$ cat config.mk
export PLATFORM = sky130hd
export DESIGN_NAME = pt_walker
export DESIGN_NICKNAME = d
export VERILOG_FILES = /design/src/rtl/pw_pkg.sv /design/src/rtl/pw_entry_eval.sv /design/src/rtl/pw_perm_acc.sv /design/src/rtl/pt_walker.sv
export SDC_FILE = /design/constraint.sdc
export NUM_CORES = 1
export LEC_CHECK = 0
export ABC_AREA = 1
export BUFFER_PORTS_ARGS = -buffer_cell sky130_fd_sc_hd__buf_2
export CAP_MARGIN = 20
export CORE_ASPECT_RATIO = 0.7
export CORE_UTILIZATION = 47
export CTS_CLUSTER_SIZE = 14
export DETAILED_ROUTE_END_ITERATION = 10
export MAX_ROUTING_LAYER = met4
export PLACE_DENSITY = 0.77
export RECOVER_POWER = 50
export SYNTH_ARGS = -nofsm -noshare
export SYNTH_HDL_FRONTEND = slang
export SYNTH_SLANG_ARGS = --single-unit
$ cat constraint.sdc
create_clock -name clk -period 2.25 [get_ports clk]
set_input_delay 0.45 -clock clk [delete_from_list [all_inputs] [get_ports clk]]
set_output_delay 0.45 -clock clk [all_outputs]
set_load 0.01 [all_outputs]
$ cat src/rtl/pw_pkg.sv
package pw_pkg;
  typedef enum logic [2:0] {
    S_IDLE, S_RD_REQ, S_RD_WAIT, S_CAS_REQ, S_CAS_WAIT, S_DONE
  } walk_state_e;

  localparam logic [1:0] FK_NONE   = 2'd0;
  localparam logic [1:0] FK_ABSENT = 2'd1;
  localparam logic [1:0] FK_RSVD   = 2'd2;

  localparam logic [1:0] SZ_4K = 2'd0;
  localparam logic [1:0] SZ_2M = 2'd1;
  localparam logic [1:0] SZ_1G = 2'd2;

  localparam int BIT_PRESENT = 0;
  localparam int BIT_WRITE   = 1;
  localparam int BIT_USER    = 2;
  localparam int BIT_ACCESS  = 5;
  localparam int BIT_DIRTY   = 6;
  localparam int BIT_LARGE   = 7;
  localparam int BIT_NOEXEC  = 63;
endpackage

$ cat src/rtl/pw_entry_eval.sv
module pw_entry_eval #(
  parameter int PA_W = 46
) (
  input  logic [63:0] ent,
  input  logic [1:0]  lvl,
  input  logic        nx_en,
  output logic        present,
  output logic        rsvd,
  output logic        leaf,
  output logic [1:0]  size
);
  import pw_pkg::*;

  logic hi_rsvd;
  logic big1g, big2m;
  logic unused_bits;

  generate
    if (PA_W < 52) begin : g_hi
      assign hi_rsvd = |ent[51:PA_W];
    end else begin : g_nohi
      assign hi_rsvd = 1'b0;
    end
  endgenerate

  assign present = ent[BIT_PRESENT];
  assign big1g   = ent[BIT_LARGE] && (lvl == 2'd2);
  assign big2m   = ent[BIT_LARGE] && (lvl == 2'd1);
  assign leaf    = (lvl == 2'd0) || big1g || big2m;
  assign size    = big1g ? SZ_1G : (big2m ? SZ_2M : SZ_4K);

  always_comb begin
    rsvd = hi_rsvd;
    if (!nx_en && ent[BIT_NOEXEC])           rsvd = 1'b1;
    if ((lvl == 2'd3) && ent[BIT_LARGE])     rsvd = 1'b1;
    if (big1g && (|ent[29:13]))              rsvd = 1'b1;
    if (big2m && (|ent[20:13]))              rsvd = 1'b1;
  end

  assign unused_bits = ^{ent[62:52], ent[PA_W-1:30], ent[12:8], ent[6:1]};
endmodule

$ cat src/rtl/pw_perm_acc.sv
module pw_perm_acc (
  input  logic clk,
  input  logic rst_n,
  input  logic clr,
  input  logic acc,
  input  logic u_in,
  input  logic w_in,
  input  logic x_in,
  output logic u_q,
  output logic w_q,
  output logic x_q
);
  logic u_d, w_d, x_d;

  always_comb begin
    u_d = u_q;
    w_d = w_q;
    x_d = x_q;
    if (clr) begin
      u_d = 1'b1;
      w_d = 1'b1;
      x_d = 1'b0;
    end else if (acc) begin
      u_d = u_q & u_in;
      w_d = w_q & w_in;
      x_d = x_q | x_in;
    end
  end

  always_ff @(posedge clk or negedge rst_n) begin
    if (!rst_n) begin
      u_q <= 1'b0;
      w_q <= 1'b0;
      x_q <= 1'b0;
    end else if (clr || acc) begin
      u_q <= u_d;
      w_q <= w_d;
      x_q <= x_d;
    end
  end
endmodule

$ cat src/rtl/pt_walker.sv
module pt_walker #(
  parameter int PA_W = 46
) (
  input  logic            clk,
  input  logic            rst_n,
  input  logic            start_i,
  input  logic [47:0]     vaddr_i,
  input  logic [63:0]     root_i,
  input  logic            nx_en_i,
  input  logic            store_i,
  output logic            busy_o,
  output logic            done_o,
  output logic [1:0]      fault_kind_o,
  output logic [PA_W-1:0] paddr_o,
  output logic [1:0]      page_size_o,
  output logic            user_o,
  output logic            write_o,
  output logic            nx_o,
  output logic            mreq_valid_o,
  input  logic            mreq_ready_i,
  output logic            mreq_cas_o,
  output logic [PA_W-1:0] mreq_addr_o,
  output logic [31:0]     mreq_cmp_o,
  output logic [31:0]     mreq_swap_o,
  input  logic            mrsp_valid_i,
  input  logic [63:0]     mrsp_data_i,
  input  logic            mrsp_ok_i
);
  import pw_pkg::*;

  localparam int FRM_W = PA_W - 12;

  walk_state_e st_q, st_d;
  logic [1:0]       lvl_q, lvl_d;
  logic [FRM_W-1:0] base_q, base_d, root_q;
  logic [47:0]      va_q;
  logic [63:0]      ent_q, ent_d;
  logic             store_q, nxen_q;
  logic [1:0]       fk_q, fk_d, sz_q, sz_d;
  logic [PA_W-1:0]  pa_q, pa_d;
  logic             take, adv, perm_clr, perm_acc;

  logic [63:0]      ent_sel;
  logic             ev_present, ev_rsvd, ev_leaf;
  logic [1:0]       ev_size;
  logic [31:0]      set_bits;
  logic             need_set;
  logic [8:0]       idx;
  logic [PA_W-1:0]  leaf_pa;
  logic             unused_root;

  assign take    = (st_q == S_IDLE) && start_i;
  assign ent_sel = (st_q == S_RD_WAIT) ? mrsp_data_i : ent_q;

  pw_entry_eval #(.PA_W(PA_W)) i_eval (
    .ent(ent_sel), .lvl(lvl_q), .nx_en(nxen_q),
    .present(ev_present), .rsvd(ev_rsvd), .leaf(ev_leaf), .size(ev_size)
  );

  pw_perm_acc i_perm (
    .clk(clk), .rst_n(rst_n), .clr(perm_clr), .acc(perm_acc),
    .u_in(ent_sel[BIT_USER]), .w_in(ent_sel[BIT_WRITE]), .x_in(ent_sel[BIT_NOEXEC]),
    .u_q(user_o), .w_q(write_o), .x_q(nx_o)
  );

  always_comb begin
    set_bits = 32'(1) << BIT_ACCESS;
    if (store_q && ev_leaf) set_bits = set_bits | (32'(1) << BIT_DIRTY);
  end
  assign need_set = |(set_bits & ~ent_sel[31:0]);

  always_comb begin
    case (lvl_q)
      2'd3:    idx = va_q[47:39];
      2'd2:    idx = va_q[38:30];
      2'd1:    idx = va_q[29:21];
      default: idx = va_q[20:12];
    endcase
  end

  always_comb begin
    case (ev_size)
      SZ_1G:   leaf_pa = {ent_sel[PA_W-1:30], va_q[29:0]};
      SZ_2M:   leaf_pa = {ent_sel[PA_W-1:21], va_q[20:0]};
      default: leaf_pa = {ent_sel[PA_W-1:12], va_q[11:0]};
    endcase
  end

  always_comb begin
    st_d     = st_q;
    lvl_d    = lvl_q;
    base_d   = base_q;
    ent_d    = ent_q;
    fk_d     = fk_q;
    sz_d     = sz_q;
    pa_d     = pa_q;
    adv      = 1'b0;
    perm_clr = 1'b0;
    case (st_q)
      S_IDLE: if (start_i) begin
        st_d     = S_RD_REQ;
        lvl_d    = 2'd3;
        base_d   = root_i[PA_W-1:12];
        fk_d     = FK_NONE;
        perm_clr = 1'b1;
      end
      S_RD_REQ:  if (mreq_ready_i) st_d = S_RD_WAIT;
      S_RD_WAIT: if (mrsp_valid_i) begin
        ent_d = mrsp_data_i;
        if (!ev_present) begin
          fk_d = FK_ABSENT;
          st_d = S_DONE;
        end else if (ev_rsvd) begin
          fk_d = FK_RSVD;
          st_d = S_DONE;
        end else if (need_set) begin
          st_d = S_CAS_REQ;
        end else begin
          adv = 1'b1;
        end
      end
      S_CAS_REQ: if (mreq_ready_i) st_d = S_CAS_WAIT;
      S_CAS_WAIT: if (mrsp_valid_i) begin
        if (mrsp_ok_i) begin
          adv = 1'b1;
        end else if (ev_leaf) begin
          st_d     = S_RD_REQ;
          lvl_d    = 2'd3;
          base_d   = root_q;
          perm_clr = 1'b1;
        end else begin
          st_d = S_RD_REQ;
        end
      end
      default: st_d = S_IDLE;
    endcase
    if (adv) begin
      if (ev_leaf) begin
        pa_d = leaf_pa;
        sz_d = ev_size;
        st_d = S_DONE;
      end else begin
        base_d = ent_sel[PA_W-1:12];
        lvl_d  = lvl_q - 2'd1;
        st_d   = S_RD_REQ;
      end
    end
  end
  assign perm_acc = adv;

  always_ff @(posedge clk or negedge rst_n) begin
    if (!rst_n) begin
      st_q    <= S_IDLE;
      lvl_q   <= 2'd0;
      base_q  <= '0;
      root_q  <= '0;
      va_q    <= '0;
      ent_q   <= '0;
      store_q <= 1'b0;
      nxen_q  <= 1'b0;
      fk_q    <= FK_NONE;
      sz_q    <= SZ_4K;
      pa_q    <= '0;
    end else begin
      st_q   <= st_d;
      lvl_q  <= lvl_d;
      base_q <= base_d;
      ent_q  <= ent_d;
      fk_q   <= fk_d;
      sz_q   <= sz_d;
      pa_q   <= pa_d;
      if (take) begin
        root_q  <= root_i[PA_W-1:12];
        va_q    <= vaddr_i;
        store_q <= store_i;
        nxen_q  <= nx_en_i;
      end
    end
  end

  assign busy_o       = (st_q != S_IDLE);
  assign done_o       = (st_q == S_DONE);
  assign fault_kind_o = fk_q;
  assign paddr_o      = pa_q;
  assign page_size_o  = sz_q;
  assign mreq_valid_o = (st_q == S_RD_REQ) || (st_q == S_CAS_REQ);
  assign mreq_cas_o   = (st_q == S_CAS_REQ);
  assign mreq_addr_o  = {base_q, idx, 3'b000};
  assign mreq_cmp_o   = ent_q[31:0];
  assign mreq_swap_o  = ent_q[31:0] | set_bits;
  assign unused_root  = ^{root_i[63:PA_W], root_i[11:0]};
endmodule

Word-level counts from Yosys, hierarchy flattened
Index checks and enable logic that the tools add are counted. W data, S select, Z words.

Flip-flop bits (word level): 240. Output and inout port bits: 167. Logic and storage cells: 127.

Add/sub/neg operators: 1. Equality and inequality tests: 20. Multiplexer cells: 59. Bitwise gates (word level): 6. Reduce and logical (&&, ||, !) cells: 27.

Operator list (count): $mux W34 (6); $pmux W34 S2 (1); $mux W64 (1); $pmux W30 S2 (1); $mux W3 (11); $and A32 B32 Y32 (1); $not A32 Y32 (1); $or A32 B7 Y32 (1); $reduce_or A32 Y1 (1); $pmux W9 S3 (1); $mux W2 (11); $mux W1 (21); $ne A3 B2 Y1 const B (6); $reduce_or A17 Y1 (1); $pmux W3 S5 (1); $logic_and A1 B1 Y1 (8); $pmux W2 S2 (2); $reduce_or A8 Y1 (1); $mux W7 (1); $reduce_and A7 Y1 (1); $eq A2 B2 Y1 const B (3); $eq A3 B2 Y1 const B (2); $eq A3 B3 Y1 const B (2); $reduce_and A2 Y1 (3); 17 further kinds (25).

Logic depth before layout (Yosys ltp)
Gate-level depths: netlist of run 1.

Word-level depth: 16. Mapped depth: 18. Depth with buffers taken out: 16.

Cells and area by module
Synthesis of run 1 repeated with hierarchy kept, for this count alone.

Cell total of the unflattened synthesis: 1481. Area, all modules: 11916.4 um^2.

By module, submodules not included: pt_walker (instances 1, cells each 1430, area an instance 11638.7 um^2, seq. area each 5930.7 um^2); pw_entry_eval (instances 1, cells each 36, area an instance 152.6 um^2, seq. area each 0.0 um^2); pw_perm_acc (instances 1, cells each 15, area an instance 125.1 um^2, seq. area each 75.1 um^2).

Least setup slack after synthesis of run 1
Ideal clock, no wire load.

Path type: reg2reg. Start point: register st_q[0]. End point: register pa_q[16] (netlist: paddr_o[16]). Setup time: 0.130 ns. Arrival: 2.051 ns. Setup slack: 0.069 ns. Stages on the path, launching flop included: 18. Cell sequence: dfrtp_1 -> inv_2 -> clkbuf_1 -> nand3_1 -> nand2_1 -> nand2_1 -> nor2_1 -> nand2_1 -> nand2_1 -> nand2_1 -> nor2_2 -> nand4_1 -> nand2_2 -> nand4_4 -> buf_6 -> buf_6 -> nand2_1 -> o21ai_1.

Cells in the longest elaborated chain, start to end: 15.

Ends and longest elaborated chain: from (decl) (RTL line pt_walker.sv:33) `walk_state_e st_q, st_d;`; from (signal assigned) (RTL line pt_walker.sv:165) `st_q <= st_d;`; $eq A3 B2 Y1 (RTL line pt_walker.sv:53, pt_walker.sv:99); $mux W64 (RTL line pt_walker.sv:53) `assign ent_sel = (st_q == S_RD_WAIT) ? mrsp_data_i : ent_q;`; $logic_and A1 B1 Y1 (RTL line pw_entry_eval.sv:27) `assign big1g = ent[BIT_LARGE] && (lvl == 2'd2);`; $logic_or A1 B1 Y1 (2 in a row) (RTL line pw_entry_eval.sv:29) `assign leaf = (lvl == 2'd0) || big1g || big2m;`; $logic_and A1 B1 Y1 (RTL line pt_walker.sv:68) `if (store_q && ev_leaf) set_bits = set_bits | (32'(1) << BIT_DIRTY);`; $mux W7 (RTL line pt_walker.sv:68); $and A32 B32 Y32 (RTL line pt_walker.sv:70) `assign need_set = |(set_bits & ~ent_sel[31:0]);`; $reduce_or A32 Y1 (RTL line pt_walker.sv:70); $mux W1 (RTL line pt_walker.sv:116) `end else if (need_set) begin`; $mux W1 (RTL line pt_walker.sv:113) `end else if (ev_rsvd) begin`; $mux W1 (RTL line pt_walker.sv:110) `if (!ev_present) begin`; $mux W1 (RTL line pt_walker.sv:108) `S_RD_WAIT: if (mrsp_valid_i) begin`; $pmux W1 S2 (RTL line pt_walker.sv:99) `case (st_q)`; $reduce_and A2 Y1 (no line); to (signal assigned) (RTL line pt_walker.sv:171) `pa_q <= pa_d;`; to (decl) (RTL line pt_walker.sv:40) `logic [PA_W-1:0] pa_q, pa_d;`.

Parallel ways exist; a longest one is shown, timed or not. A chain may end at the register's enable or synchronous reset.

Worst setup path after layout of run 1
Start point: register st_q[0]. End point: register base_q[14].

Cells in the longest elaborated chain, start to end: 15.

Ends and longest elaborated chain: $eq A3 B2 Y1 (RTL line pt_walker.sv:53, pt_walker.sv:99); $mux W64 (RTL line pt_walker.sv:53); $logic_and A1 B1 Y1 (RTL line pw_entry_eval.sv:27); $logic_or A1 B1 Y1 (2 in a row) (RTL line pw_entry_eval.sv:29); $logic_and A1 B1 Y1 (RTL line pt_walker.sv:68); $mux W7 (RTL line pt_walker.sv:68); $and A32 B32 Y32 (RTL line pt_walker.sv:70); $reduce_or A32 Y1 (RTL line pt_walker.sv:70); $mux W1 (RTL line pt_walker.sv:116); $mux W1 (RTL line pt_walker.sv:113); $mux W1 (RTL line pt_walker.sv:110); $mux W1 (RTL line pt_walker.sv:108); $pmux W1 S2 (RTL line pt_walker.sv:99); $mux W34 (*) (RTL line pt_walker.sv:137) `if (adv) begin`; via base_d[14] (RTL line pt_walker.sv:35) `logic [FRM_W-1:0] base_q, base_d, root_q;`; to (signal assigned) (RTL line pt_walker.sv:167) `base_q <= base_d;`; to (decl) (RTL line pt_walker.sv:35).

The timed path passes the listed nets; every way through them passes the cells marked *.

==> reports/summary.txt, run 1 <==
Run status: finished with violations
Failing checks: capacitance limit, slew limit, setup timing
Slew Limit Fails: 58
Die area: 0.0242 sq mm
Total chip power: 19700 uW
Clock transition at path regs: 60 ps
Hold WC Path Type: primary input to register
Root Driver: clkbuf_16
WP data arrival: 3040 ps
Worst reg-to-reg path cell count: 19
Cts bufs inserted: 23
Vias in the first global route: 9854
Crit-path max FO: 37
Number of I/O port buffers: 305
Critical-path cell list: inv_2, nand3_4, buf_6, buf_16, nand2_2, nand2_1, nand2_1, nor2_2, nand2_2, nand2_2, nand2_2, nor2_4, nand4_1, nand2_2, buf_12, nand4_4, buf_12, nand2_1, o21ai_1
Final worst path period need: 2650 ps
Final Cycle Share: 118%
Critical path depth in cells: 19
Routed Antenna Nets: 0
Setup slack, reg-to-reg: -400 ps
Clock network fraction of design power: 18.6%
Post-layout util: 64.6%
Final std cells w/o fill: 2012
CP most frequent cell: nand2_2
Logic gate share of total power: 47.3%
Die W: 186 microns
Seq pwr share: 34.1%
Main synth FF type: dfrtp_1
Final hold vios: 0
Clock tree buffer depth: 3
Worst Skew: 17.9 ps
Gr ovfl total: 0
CP required: 2640 ps
Post-synthesis sequential area ratio: 51.6%
Clock Latency Late Sink: 510 ps
Peak Freq: 0.378 GHz
H-tree depth: 1
Synth area leader: dfrtp_1
GR Util All Layers: 28.8%
Initial antenna violation count: 5
Final net count: 1868
Tightest Pin Transition: 1640 ps
Final setup vio count: 98
HPWL Detailed: 23.1 mm
Cell Int Power: 11500 uW
CP max stage delay: 390 ps
Worst Setup Path Type: register to register
Pre-antenna DRT Iters: 7
Ys Warns: 0
CP endpoint: base_q[14]
Post-synth cell types: 30
Vias post-DR: 10800
# clock sinks: 229
CP Capture Type: register
DRT iter0 DRCs: 801
Fraction of layout cells with a size suffix above 1: 34.2%
Max_cap viols: 1
Top delay family on crit path: simple AND/OR/NAND/NOR gates
GPL Wtd Cong: 0.901
Num rows: 46
Element type at the critical path start: register
Total Routed Length: 36.6 mm
CTS tree: built
Async SR Flop Fraction: 100%
Post-synth top area share: 51.6%
Die Ht: 131 microns
Net switching power: 8170 uW
Static Leak: 0.00760 uW
Final worst slack: -398 ps
Worst setup startpoint: st_q[0]
Syn Inst Count: 1366
Core area: 0.0229 sq mm
Setup TNS: -32320 ps
Peak supply drop: 601 uV
Vias/cell: 5.35
Mean post-synth cell area: 8.12 sq um
Final hold slack: 140 ps
Reg2reg start: st_q[0]
Top-count cell post-synth: nand2_1
Initial Util: 48.4%
Post-Syn Area: 0.0111 sq mm
Power per Cell Area: 1330 mW/mm^2
Net Sw Frac: 41.5%
Number of synthesized register bits: 229
FF-to-FF End: base_q[14]
RSZ-0062 raised after global routing: yes
Syn-to-layout area delta: 33.4%
First-pass GRT wire length: 52.4 mm
Synth area leaders: dfrtp_1 (52%), nand2_1 (16%), o21ai_0 (7.1%)
DRC: 0
Largest net degree at the start of global routing: 59
CP Buf/Inv Count: 5
Dpl cells: 1914
Routed len/inst: 18.2 microns
Commonest cells in the netlist: nand2_1 (476), dfrtp_1 (229), o21ai_0 (157), inv_1 (91), o21ai_1 (71)
Normalized max-slew margin: -9.43%
IO Pins: 351
Slowest CP cell: dfrtp_1
EDFF count, synth: 0
layout by cell type (no fill, tap or decap), types with 6 or more instances in the layout:
cell type	count
mux2_2	10
buf_2	272
nand2_2	50
nand3_1	12
o21ai_4	6
nor2_4	8
nand2_4	6
nor2_2	9
clkbuf_16	30
a21oi_1	47
buf_12	13
nand2_1	423
clkbuf_1	39
o211ai_1	34
buf_6	17
inv_1	86
nor2_1	30
inv_2	6
o21ai_2	26
diode_2	6
o21ai_1	72
dfrtp_1	227
o21ai_0	133
buf_4	78
registers in the layout, summed over array words and instances, names as in the netlist:
name,count
base_q,34
va_q,48
paddr_o,46
ent_q,53
i_perm.x_q,1
st_q,3
lvl_q,2
i_perm.u_q,1
nxen_q,1
i_perm.w_q,1
root_q,34
page_size_o,2
fault_kind_o,2
store_q,1
worst min-delay path by stage:
stage	start	slack, ps	depth (start not counted)	to
after floorplan	rst_n	150	0	base_q[0]
after global placement	rst_n	440	1	paddr_o[19]
after detailed placement	rst_n	440	1	paddr_o[19]
final	vaddr_i[37]	140	3	va_q[37]
after global routing	vaddr_i[38]	140	3	va_q[38]
after CTS	vaddr_i[39]	130	3	va_q[39]
what timing repair did:
| action | CTS | global route |
|---|---|---|
| hold endpoints to repair | 50 | 0 |
| endpoints found under the setup margin | 99 | 105 |
| gates cloned | 7 | 7 |
| resized for setup | 80 | 124 |
| pin swaps | 12 | 20 |
| hold buffers | 1 | 0 |
| setup buffers | 20 | 20 |
layout make-up:
cell class | count | area [sq um]
clock inverters | 4 | 22.5
clock buffers | 35 | 671
repair buffers | 431 | 2890
fillers | 1931 | 8100
diodes | 6 | 15.0
flip-flops and latches | 229 | 5730
multi-input cells | 900 | 4700
well taps | 312 | 390
inverters | 95 | 379
worst min-delay path: cells and delay by family:
family | cells | cell delay, ps
AND/OR/NAND/NOR | 2 | 90
buffers and inverters | 1 | 70
power groups by stage:
stage	sequential [uW]	combinational, uW	clock (uW)
finish	6720	9310	3660
global route	6880	10200	3850
CTS	6620	8490	3690
detailed placement	6630	7860	0
global placement	6560	7640	0
floorplan	6570	5180	0
cells by family (layout without fill, tap and decap cells):
group / after synthesis / after routing / synth area share (%)
compound gates: 330 / 330 / 16.3
simple gates: 552 / 552 / 19.5
fa+ha+maj: 4 / 4 / 0.451
mux: 10 / 10 / 1.01
other cells: 2 / 10 / 0.0677
flops: 229 / 229 / 51.6
buf+inv: 239 / 565 / 11.1
through the flow:
step	area [sq um]	worst slack, ps
floorplan	11100	68.9
global placement	12900	-171
detailed placement	12900	-225
CTS	14200	-204
global route	14800	-502
finish	14800	-398
metal layers:
metal	vias to the layer above	GRT usage (%)	wire, microns
met5	-	-	0
met4	0	8.58	983
met3	77	6.10	3230
met2	521	46.3	17500
met1	5196	36.9	15000
li1	4980	-	-
No activity file was read; power rests on OpenSTA's default activity.
==> inputs of run 2 (changes only) <==
Settings changed: TNS_END_PERCENT set to 5.
==> run 2 against run 1 <==
- clock skew down 1.3 ps
- largest cell class unchanged
- the run still ends with capacitance limit, slew limit, setup timing left
- sequential power is 0.7% lower
- first-iteration DRC count grew 5.1%
- sequential cell count is the same
- via count fell by 2.0%
- final area down 3.4%
- maximum frequency rose by 3.2%
==> reports/summary.txt, run 2 (synthesized netlist as in run 1, its figures left out) <==
Failing checks: capacitance limit, slew limit, setup timing
Peak Freq: 0.390 GHz (+3.2%)
Most frequent cells in the layout: nand2_1 (439), buf_2 (275), dfrtp_1 (227)
Number of I/O port buffers: 305 (unchanged)
Final worst slack: -317 ps (+80.9 ps)
Setup slack, reg-to-reg: -320 ps (+80 ps)
Tightest Pin Transition: 1650 ps (+9.83 ps)
Clock tree buffer depth: 3 (unchanged)
CP max stage delay: 420 ps (+30 ps)
HPWL Detailed: 23.1 mm (unchanged)
GPL Wtd Cong: 0.901 (unchanged)
CP Capture Type: register
Hold path start: vaddr_i[38]
IO Pins: 351 (unchanged)
Final setup vio count: 99 (+1.0%)
WP data arrival: 2960 ps (-80 ps)
First-pass GRT wire length: 51.8 mm (-1.2%)
Reg with most FFs: ent_q
M2 GR Usage: 46.1% (-0.26 points)
Top delay family on crit path: simple AND/OR/NAND/NOR gates
Slew Limit Fails: 58 (unchanged)
DRT iter0 DRCs: 842 (+5.1%)
CP required: 2640 ps (about the same)
Element type at the critical path start: register
Die W: 186 microns (unchanged)
Routed Antenna Nets: 0 (unchanged)
Final hold slack: 145 ps (+5.20 ps)
Routed len/inst: 17.6 microns (-3.6%)
GR Util All Layers: 28.5% (-0.33 points)
Vias in the first global route: 9769 (-0.86%)
Static Leak: 0.00741 uW (-2.5%)
Met1 GRT Util: 36.3% (-0.60 points)
CP Buf/Inv Count: 5 (unchanged)
Peak supply drop: 600 uV (-0.20%)
Initial Util: 48.4% (unchanged)
Hold EP: va_q[38]
Die area: 0.0242 sq mm (unchanged)
Max reg flops: 53 (unchanged)
Root Driver: clkbuf_16
Commonest non-fill, non-tap cell in the layout: nand2_1
Syn-to-layout area delta: 28.8%
Cts bufs inserted: 23 (unchanged)
Final Cycle Share: 114% (-3.6 points)
Placed cell area: 0.0129 sq mm (unchanged)
Initial antenna violation count: 4 (-1)
GR peak layer: met2
Num rows: 46 (unchanged)
Worst reg-to-reg path cell count: 18 (-1)
FF-to-FF End: paddr_o[5]
# clock sinks: 229 (unchanged)
Core area: 0.0229 sq mm (unchanged)
Final instance area: 0.0143 sq mm (-3.4%)
Normalized max-slew margin: -10.1% (-0.66 points)
RSZ-0062 raised after global routing: yes
Power per Cell Area: 1320 mW/mm^2 (-1.1%)
Met3 usage: 6.10% (unchanged)
CTS tree: built
Gr ovfl total: 0 (unchanged)
Final hold vios: 0 (unchanged)
Slowest CP cell: dfrtp_1
Critical-path cell list: inv_2, nand3_4, buf_12, nand2_2, nand2_4, o21ai_2, nand2_2, buf_4, nand3_1, nand2_1, nand2_1, nand4_1, nand2_2, nand4_4, buf_12, buf_16, nand2_1, o21ai_1
Vias post-DR: 10600 (-2.0%)
Final net count: 1844 (-1.3%)
DRC: 0 (unchanged)
Worst Hold Depth: 3 (unchanged)
Hold WC Path Type: primary input to register
Crit-path max FO: 29 (-22%)
H-tree depth: 1 (unchanged)
Worst Skew: 16.6 ps (-1.32 ps)
Fraction of layout cells with a size suffix above 1: 31.1% (-3.1 points)
Reg2reg start: st_q[2]
Pre-antenna DRT Iters: 8 (+1)
Total Routed Length: 34.9 mm (-4.8%)
Setup TNS: -23790 ps (+8520 ps)
Final worst path period need: 2570 ps (-80.9 ps)
Clock Latency Late Sink: 510 ps (about the same)
Run status: finished with violations
Die Ht: 131 microns (unchanged)
Clock transition at path regs: 60 ps (about the same)
Vias/cell: 5.31 (-0.75%)
Worst Setup Path Type: register to register
Largest net degree at the start of global routing: 59 (unchanged)
Max_cap viols: 1 (unchanged)
## run 2: worst min-delay path, cell delays in order
cell and delay (ps):
buf_2 70, nand2_1 40, nand2_1 50
## run 2: layout make-up
| type | instances | area (sq um) |
|---|---|---|
| Sequential cell | 229 | 5730 |
| Timing Repair Buffer | 407 | 2590 |
| Fill cell | 2001 | 8610 |
| Tap cell | 312 | 390 |
| Inverter | 95 | 374 |
| Multi-Input combinational cell | 900 | 4510 |
| Clock buffer | 35 | 671 |
| Antenna cell | 5 | 12.5 |
| Clock inverter | 4 | 22.5 |
## run 2: repair_timing
item,4_1_cts,5_1_grt
endpoints found under the setup margin,99,102
hold buffers,1,0
cloned,5,5
gates resized for setup,51,82
endpoints found under the hold margin,50,0
setup buffers,15,3
pin swaps,6,8
## run 2: how the worst max path moves through the flow
| stage | start | end | slack (ps) | cells after the start |
|---|---|---|---|---|
| final | st_q[2] | paddr_o[5] | -320 | 18 |
| after floorplan | st_q[0] | paddr_o[16] | 70 | 17 |
| after global placement | st_q[2] | paddr_o[45] | -170 | 16 |
| after global routing | st_q[2] | i_perm.x_q | -420 | 16 |
| after detailed placement | st_q[2] | paddr_o[22] | -220 | 16 |
| after CTS | st_q[1] | paddr_o[2] | -210 | 17 |
## run 2: per-stage QoR
stage	utilization (%)	total power, uW	setup WS (ps)	std cells
after CTS	61.1	18500	-207	1974
after floorplan	-	11700	68.9	1368
after global routing	62.4	20100	-421	1986
after detailed placement	56.3	14500	-225	1914
after global placement	56.3	14200	-171	1914
final	62.4	18800	-317	1987
## run 2: routing by layer
metal	vias to the layer above	part of all wire, %
met5	-	0
met4	0	2.7
met3	69	9.3
met2	489	48
met1	5062	41
li1	4940	-
## run 2: power by group
| group | internal [uW] | switching [uW] | leakage, uW |
|---|---|---|---|
| Sequential | 5650 | 1020 | 0.00290 |
| Combinational | 3410 | 5110 | 0.00416 |
| Clock | 2040 | 1580 | 0.000340 |
| Total | 11100 | 7710 | 0.00741 |
